`src/rtl/fpa_pkg.sv`:
```
// Package: fpa_pkg
// Shared widths and stage-boundary records for the single-precision
// add/subtract pipeline. Assumes the 1/8/23 word layout.
package fpa_pkg;

    localparam int EXP_W  = 8;                 // biased exponent width
    localparam int MAN_W  = 23;                // stored fraction width
    localparam int WORD_W = 1 + EXP_W + MAN_W; // full word
    localparam int SIG_W  = MAN_W + 1;         // fraction plus hidden bit
    localparam int GRS_W  = 3;                 // guard, round, sticky
    localparam int ALN_W  = SIG_W + GRS_W;     // aligned significand
    localparam int SUM_W  = ALN_W + 1;         // with carry-out
    localparam int EXPX_W = EXP_W + 1;         // exponent with overflow room
    localparam int LZ_W   = $clog2(ALN_W + 1); // leading-zero count

    localparam logic [EXP_W-1:0]  EXP_ONES = '1;
    localparam logic [WORD_W-1:0] QNAN_WORD =
        {1'b0, EXP_ONES, 1'b1, {(MAN_W-1){1'b0}}};

    typedef struct packed {
        logic             sign;
        logic [EXP_W-1:0] exp;
        logic [MAN_W-1:0] man;
    } fp_word_t;

    typedef struct packed {
        logic nan;
        logic inf;
        logic inf_sign;
    } spec_t;

    typedef struct packed {
        logic             valid;
        logic             sign;
        logic             eff_sub;
        logic [EXP_W-1:0] exp;
        logic [SIG_W-1:0] sig_big;
        logic [SIG_W-1:0] sig_small;
        logic [EXP_W-1:0] diff;
        spec_t            spec;
    } stg1_t;

    typedef struct packed {
        logic             valid;
        logic             sign;
        logic             eff_sub;
        logic [EXP_W-1:0] exp;
        logic [SUM_W-1:0] sum;
        spec_t            spec;
    } stg2_t;

    typedef struct packed {
        logic              valid;
        logic              sign;
        logic              eff_sub;
        logic              zero;
        logic [EXPX_W-1:0] exp;
        logic [ALN_W-1:0]  man;
        spec_t             spec;
    } stg3_t;

endpackage

```
`src/rtl/fpa_unpack_swap.sv`:
```
// Module: fpa_unpack_swap
// Stage 1. Decodes both operands, applies the subtract control to the
// second sign, classifies NaN/infinity, and orders the pair by magnitude
// so the larger one always takes the unshifted path. Subnormals get no
// hidden bit and an effective exponent of 1. Registered output.
module fpa_unpack_swap
    import fpa_pkg::*;
(
    input  logic              clk,
    input  logic              rst_n,
    input  logic              in_valid,
    input  logic              sub_sel,
    input  logic [WORD_W-1:0] op_a,
    input  logic [WORD_W-1:0] op_b,
    output stg1_t             s1_q
);

    fp_word_t         wa, wb;
    logic             sb;
    logic             a_den, b_den;
    logic [EXP_W-1:0] ea, eb;
    logic [SIG_W-1:0] siga, sigb;
    logic             a_nan, b_nan, a_inf, b_inf;
    logic             a_ge;
    stg1_t            s1_d;

    assign wa = op_a;
    assign wb = op_b;

    // Decode each operand and compare magnitudes.
    always_comb begin
        sb    = wb.sign ^ sub_sel;
        a_den = (wa.exp == '0);
        b_den = (wb.exp == '0);
        ea    = a_den ? EXP_W'(1) : wa.exp;
        eb    = b_den ? EXP_W'(1) : wb.exp;
        siga  = {~a_den, wa.man};
        sigb  = {~b_den, wb.man};
        a_nan = (wa.exp == EXP_ONES) && (wa.man != '0);
        b_nan = (wb.exp == EXP_ONES) && (wb.man != '0);
        a_inf = (wa.exp == EXP_ONES) && (wa.man == '0);
        b_inf = (wb.exp == EXP_ONES) && (wb.man == '0);
        a_ge  = {ea, siga} >= {eb, sigb};
    end

    // Swap the pair and gather the stage-1 record.
    always_comb begin
        s1_d.valid     = in_valid;
        s1_d.eff_sub   = wa.sign ^ sb;
        s1_d.sign      = a_ge ? wa.sign : sb;
        s1_d.exp       = a_ge ? ea : eb;
        s1_d.sig_big   = a_ge ? siga : sigb;
        s1_d.sig_small = a_ge ? sigb : siga;
        s1_d.diff      = a_ge ? (ea - eb) : (eb - ea);
        s1_d.spec.nan  = a_nan | b_nan | (a_inf & b_inf & (wa.sign != sb));
        s1_d.spec.inf  = a_inf | b_inf;
        s1_d.spec.inf_sign = a_inf ? wa.sign : sb;
    end

    // Stage-1 pipeline register.
    always_ff @(posedge clk) begin
        if (!rst_n) s1_q <= '0;
        else        s1_q <= s1_d;
    end

endmodule

```
`src/rtl/fpa_align_add.sv`:
```
// Module: fpa_align_add
// Stage 2. Shifts the smaller significand right by the exponent gap,
// folding every bit shifted out below the round bit into a sticky bit,
// then adds or subtracts. Assumes stage 1 put the larger magnitude on
// sig_big, so the difference is never negative. Registered output.
module fpa_align_add
    import fpa_pkg::*;
(
    input  logic  clk,
    input  logic  rst_n,
    input  stg1_t s1,
    output stg2_t s2_q
);

    localparam int WIDE_W = SIG_W + ALN_W - 1;

    logic [WIDE_W-1:0] wide, shifted;
    logic [ALN_W-1:0]  big_al, small_al;
    stg2_t             s2_d;

    // Align the smaller operand with guard, round and sticky kept.
    always_comb begin
        wide     = {s1.sig_small, {(ALN_W-1){1'b0}}};
        shifted  = wide >> s1.diff;
        small_al = {shifted[WIDE_W-1 -: ALN_W-1], |shifted[WIDE_W-ALN_W:0]};
        big_al   = {s1.sig_big, {GRS_W{1'b0}}};
    end

    // Add or subtract the aligned significands.
    always_comb begin
        s2_d.valid   = s1.valid;
        s2_d.sign    = s1.sign;
        s2_d.eff_sub = s1.eff_sub;
        s2_d.exp     = s1.exp;
        s2_d.spec    = s1.spec;
        s2_d.sum     = s1.eff_sub ? ({1'b0, big_al} - {1'b0, small_al})
                                  : ({1'b0, big_al} + {1'b0, small_al});
    end

    // Stage-2 pipeline register.
    always_ff @(posedge clk) begin
        if (!rst_n) s2_q <= '0;
        else        s2_q <= s2_d;
    end

endmodule

```
`src/rtl/fpa_normalize.sv`:
```
// Module: fpa_normalize
// Stage 3. On carry-out, shifts right one place (keeping the sticky) and
// bumps the exponent. Otherwise a leading-one search sets a left shift,
// limited so the exponent never drops below 1; a result that then still
// lacks its hidden bit is subnormal. Registered output.
module fpa_normalize
    import fpa_pkg::*;
(
    input  logic  clk,
    input  logic  rst_n,
    input  stg2_t s2,
    output stg3_t s3_q
);

    logic [ALN_W-1:0]  body;
    logic [LZ_W-1:0]   lz;
    logic [EXPX_W-1:0] room, lz_x, sh;
    stg3_t             s3_d;

    assign body = s2.sum[ALN_W-1:0];

    // Priority encoder: count leading zeros of the uncarried body.
    always_comb begin
        lz = LZ_W'(ALN_W);
        for (int i = 0; i < ALN_W; i++) begin
            if (body[i]) lz = LZ_W'(ALN_W - 1 - i);
        end
    end

    // Limit the left shift to the exponent headroom above 1.
    always_comb begin
        room = {1'b0, s2.exp} - EXPX_W'(1);
        lz_x = EXPX_W'(lz);
        sh   = (lz_x > room) ? room : lz_x;
    end

    // Pick the normalising direction and build the stage-3 record.
    always_comb begin
        s3_d.valid   = s2.valid;
        s3_d.sign    = s2.sign;
        s3_d.eff_sub = s2.eff_sub;
        s3_d.spec    = s2.spec;
        s3_d.zero    = (s2.sum == '0);
        if (s2.sum[SUM_W-1]) begin
            s3_d.man = {s2.sum[SUM_W-1:2], s2.sum[1] | s2.sum[0]};
            s3_d.exp = {1'b0, s2.exp} + EXPX_W'(1);
        end else begin
            s3_d.man = body << sh;
            s3_d.exp = {1'b0, s2.exp} - sh;
        end
    end

    // Stage-3 pipeline register.
    always_ff @(posedge clk) begin
        if (!rst_n) s3_q <= '0;
        else        s3_q <= s3_d;
    end

endmodule

```
`src/rtl/fpa_round_pack.sv`:
```
// Module: fpa_round_pack
// Stage 4. Rounds to nearest-even, renormalises a rounding carry, and
// packs the word. Special cases are resolved in priority order: NaN,
// infinity, exact zero, overflow, optional flush of subnormals.
// Assumes the exponent from stage 3 is at least 1. Registered output.
module fpa_round_pack
    import fpa_pkg::*;
#(
    parameter bit FLUSH_SUBNORM = 1'b0
)(
    input  logic              clk,
    input  logic              rst_n,
    input  stg3_t             s3,
    output logic              out_valid,
    output logic [WORD_W-1:0] result
);

    logic              lsb, grd, rnd_b, stk, inc;
    logic [SIG_W:0]    rnd;
    logic [SIG_W-1:0]  sig;
    logic [EXPX_W-1:0] exp_f;
    logic [EXP_W-1:0]  field_exp;
    logic [WORD_W-1:0] word_d;

    // Round to nearest, ties to even, and renormalise a carry.
    always_comb begin
        lsb   = s3.man[GRS_W];
        grd   = s3.man[GRS_W-1];
        rnd_b = s3.man[GRS_W-2];
        stk   = |s3.man[GRS_W-3:0];
        inc   = grd & (rnd_b | stk | lsb);
        rnd   = {1'b0, s3.man[ALN_W-1:GRS_W]} + {{SIG_W{1'b0}}, inc};
        sig   = rnd[SIG_W] ? rnd[SIG_W:1] : rnd[SIG_W-1:0];
        exp_f = s3.exp + EXPX_W'(rnd[SIG_W]);
        field_exp = sig[SIG_W-1] ? exp_f[EXP_W-1:0] : '0;
    end

    // Resolve specials and pack the output word.
    always_comb begin
        if (s3.spec.nan)
            word_d = QNAN_WORD;
        else if (s3.spec.inf)
            word_d = {s3.spec.inf_sign, EXP_ONES, {MAN_W{1'b0}}};
        else if (s3.zero)
            word_d = {s3.sign & ~s3.eff_sub, {(WORD_W-1){1'b0}}};
        else if (exp_f >= {1'b0, EXP_ONES})
            word_d = {s3.sign, EXP_ONES, {MAN_W{1'b0}}};
        else if (FLUSH_SUBNORM && !sig[SIG_W-1])
            word_d = {s3.sign, {(WORD_W-1){1'b0}}};
        else
            word_d = {s3.sign, field_exp, sig[MAN_W-1:0]};
    end

    // Output register.
    always_ff @(posedge clk) begin
        if (!rst_n) begin
            out_valid <= 1'b0;
            result    <= '0;
        end else begin
            out_valid <= s3.valid;
            result    <= word_d;
        end
    end

endmodule

```
`src/rtl/fp32_addsub.sv`:
```
// Module: fp32_addsub
// Four-stage single-precision add/subtract pipeline: order, align and
// add, normalise, round and pack. Accepts one operation per clock with
// no backpressure; results leave exactly four edges after acceptance.
module fp32_addsub
    import fpa_pkg::*;
#(
    parameter bit FLUSH_SUBNORM = 1'b0
)(
    input  logic        clk,
    input  logic        rst_n,
    input  logic        in_valid,
    input  logic        sub_sel,
    input  logic [31:0] op_a,
    input  logic [31:0] op_b,
    output logic        out_valid,
    output logic [31:0] result
);

    stg1_t s1;
    stg2_t s2;
    stg3_t s3;

    fpa_unpack_swap u_s1 (
        .clk(clk), .rst_n(rst_n), .in_valid(in_valid), .sub_sel(sub_sel),
        .op_a(op_a), .op_b(op_b), .s1_q(s1)
    );

    fpa_align_add u_s2 (
        .clk(clk), .rst_n(rst_n), .s1(s1), .s2_q(s2)
    );

    fpa_normalize u_s3 (
        .clk(clk), .rst_n(rst_n), .s2(s2), .s3_q(s3)
    );

    fpa_round_pack #(.FLUSH_SUBNORM(FLUSH_SUBNORM)) u_s4 (
        .clk(clk), .rst_n(rst_n), .s3(s3),
        .out_valid(out_valid), .result(result)
    );

endmodule

```
`config.mk`:
```
export PLATFORM = sky130hd
export DESIGN_NAME = fp32_addsub
export DESIGN_NICKNAME = d
export VERILOG_FILES = /design/src/rtl/fpa_pkg.sv /design/src/rtl/fpa_unpack_swap.sv /design/src/rtl/fpa_align_add.sv /design/src/rtl/fpa_normalize.sv /design/src/rtl/fpa_round_pack.sv /design/src/rtl/fp32_addsub.sv
export SDC_FILE = /design/constraint.sdc
export NUM_CORES = 1
export LEC_CHECK = 0
export ABC_AREA = 1
export BUFFER_PORTS_ARGS = -buffer_cell sky130_fd_sc_hd__buf_2
export CAP_MARGIN = 20
export CORE_ASPECT_RATIO = 0.6
export CORE_MARGIN = 2
export CORE_UTILIZATION = 46
export DETAILED_ROUTE_END_ITERATION = 6
export SYNTH_ARGS = -nofsm -noshare
export SYNTH_HDL_FRONTEND = slang
export SYNTH_SLANG_ARGS = --single-unit
```
`constraint.sdc`:
```
create_clock -name clk -period 9.9 [get_ports clk]
set_input_delay 1.98 -clock clk [delete_from_list [all_inputs] [get_ports clk]]
set_output_delay 1.98 -clock clk [all_outputs]
set_load 0.01 [all_outputs]
```
==> impl_metrics.ini <==
[yosys]
netlist_area_mm2 = 0.0142
synth_top_cell_by_area = dfxtp_1
synth.distinct_cells = 61
synth-adder-area-share_pct = 10.0
ys_top_cells_by_area = dfxtp_1, nand2_1, ha_1
synth_mux_area_share_pct = 0.424
yosysMostFrequentCell = nand2_1
async_flop_share_pct = 0
synth_cells = 2215
synth_compound_area_share_pct = 19.2
synth-seq-cells = 188
yosys_warnings = 0
synth-xor-area-share_pct = 1.92
ys_seq_area_share_pct = 26.6
synth_edf_count = 0
syn-num-nets = 2394
synth_top_area_share_pct = 26.6
synth_ff_type = dfxtp_1
synth_commonest_cells = nand2_1, inv_1, nand3_1, a21oi_1, dfxtp_1
syn_area_per_cell_um2 = 6.39
synth_top_family_by_area = simple AND/OR/NAND/NOR gates
yosys.area_share.simple_pct = 30.5

[setup_path]
crit_required_ns = 10.29
criticalPathCategory = reg -> reg
worst_path_max_delay_cell = dfxtp_1
cp-end-kind = register
startpoint_type = register
critical_path.max_stage_delay_ns = 0.46
timing.critical_path.mode_cell = nand2_1
path_max_fanout = 30
worstPathArrival_ns = 6.29

[cts]
cts.sinks = 188
post-cts-setup-buffer-count = 0
root_buffer = clkbuf_16
path_clk_slew_ns = 0.08
clock_path_buffers = 2
holdBufCountCts = 0
clk_latency_ns = 0.46
htree_levels = 4
tritoncts = yes
cts_resized = 0
numCtsBuffers = 17

[run]
drv_cap = 0

[placed_design]
place_area_mm2 = 0.0148
port_buffers = 100
gp_congestion = 1.00
dpl.hpwl_um = 38800

[die]
die_w_um = 230
die_area_mm2 = 0.0322
placementRows = 49
placeableCoreArea_mm2 = 0.0301
dieHeight_um = 140
io-pin-count = 101
start_util_pct = 47.0

[layout]
area_growth_pct = 9.06
nNetsFinal = 2417
drive_gt1_share_pct = 8.35
post-route-cell-area_mm2 = 0.0154

[timing]
worst_pin_slew_ns = 1.07
max_freq_mhz = 170
max-slew-margin-rel_pct = 28.7
fin_crit_sh_pct = 59.6
setup_viol = 0
skew_ns = 0.0139
finalHoldViolCount = 0
finalCriticalPeriod_ns = 5.90
finalSetupTns_ns = 0
slew_violations = 0
grt_setup_unrepaired = no

[global_route]
grt_max_degree = 119
grt_pass1_wl_um = 74900
grt_usage_pct = 29.9
grt_pass1_vias = 12900
antenna_found_initial = 2
grt_overflow = 0

[power]
leakage_nw = 7.52
p_per_area_mw_per_mm2 = 238
p_total_mw = 3.68
vdd_drop_max_mv = 0.134

[detailed_routing]
drc = 0
drt_iter0_markers = 1990
detail_route.wl_per_cell_um = 18.0
vias = 14800
dr.pass1.iters = 6
routed_wirelength_um = 47900
vias_per_cell = 5.57
ant_nets = 0

[min_path]
hp-class = reg -> reg

[outcome]
status = complete, no violations
[path summary, 6_finish.rpt]
path                 start       endpoint  slack [ns]  cells after the start
min reg2reg  u_s1.s1_q[65]  u_s2.s2_q[37]        0.41                      2
max           u_s2.s2_q[3]  u_s3.s3_q[38]        4.00                     53
min          u_s1.s1_q[65]  u_s2.s2_q[37]        0.41                      2
max reg2reg   u_s2.s2_q[3]  u_s3.s3_q[38]        4.00                     53
[layout make-up]
class                      count  area, um2
timing repair buffer         113        628
tap                          408        510
fill                        3117      14700
multi-input combinational   1625       8800
clock buffer                  17        425
antenna                        1       2.50
inverter                     293       1100
sequential                   188       3760
clock inverter                15        204
[placed cells by master, fill, tap and decap left out, types with 5 or more instances in the layout]
cell       instances
inv_2              9
or2_2              6
a21oi_1          218
ha_1             107
xor2_1            25
o21bai_1           8
buf_2             99
nor3b_1            6
o31ai_1            7
clkinv_8           6
nand2_2            5
o21ai_1           52
nor3_1            20
o22ai_1           11
nor4_1            19
buf_4             12
nor2_1           160
o21ai_0          142
a31oi_1           10
nand3_1          238
o21a_1             7
clkbuf_16         17
inv_1            282
o21ai_2            6
mux2i_1            6
nand3_2            5
dfxtp_1          188
and2_1             5
xnor2_1            6
nand4_1           38
nand2_1          462
o211ai_1           5
[critical path, delay by kind of cell, from the launching register on]
kind | cells | cell delay (ns)
and+or+nand+nor | 37 | 3.23
AOI/OAI and AO/OA | 9 | 1.23
adders and majority gates | 2 | 0.57
DFF | 1 | 0.46
buffers and inverters | 5 | 0.32
[state kept, by name (all words and copies together), names as in the netlist]
register        cells
u_s4.result        32
u_s3.s3_q          43
u_s4.out_valid      1
u_s1.s1_q          70
u_s2.s2_q          42
[through the flow]
step / hold WS [ns] / setup WS [ns] / instances / utilization, %
finish: 0.414 / 4.00 / 2660 / 51.3
global route: 0.437 / 3.35 / 2659 / 51.3
CTS: 0.414 / 3.52 / 2657 / 51.1
detailed placement: 0.395 / 3.55 / 2625 / 49.0
global placement: 0.394 / 3.71 / 2625 / 49.0
floorplan: 0.390 / 5.04 / 2215 / -
[report_power, final]
group | total, mW | internal, mW | switching (mW)
combinational | 1.93 | 0.607 | 1.32
clock | 0.721 | 0.350 | 0.372
sequential | 1.03 | 0.897 | 0.129
total | 3.68 | 1.85 | 1.82
[cells by family (layout without fill, tap and decap cells)]
kind of cell    after synthesis  after routing
compound gates              496            496
mux                           6              6
xor+xnor                     31             31
buf+inv                     402            438
simple gates                981            981
flops                       188            188
fa+ha+maj                   111            111
other cells                   0              1
[routing by layer]
layer,GRT usage [%],up-vias,wire (um)
met3,7.44,22,5470
met4,3.84,0,239
li1,-,7403,-
met5,0,-,0
met2,34.3,668,15900
met1,52.5,6726,26300
(Power assumes the default switching activity.)
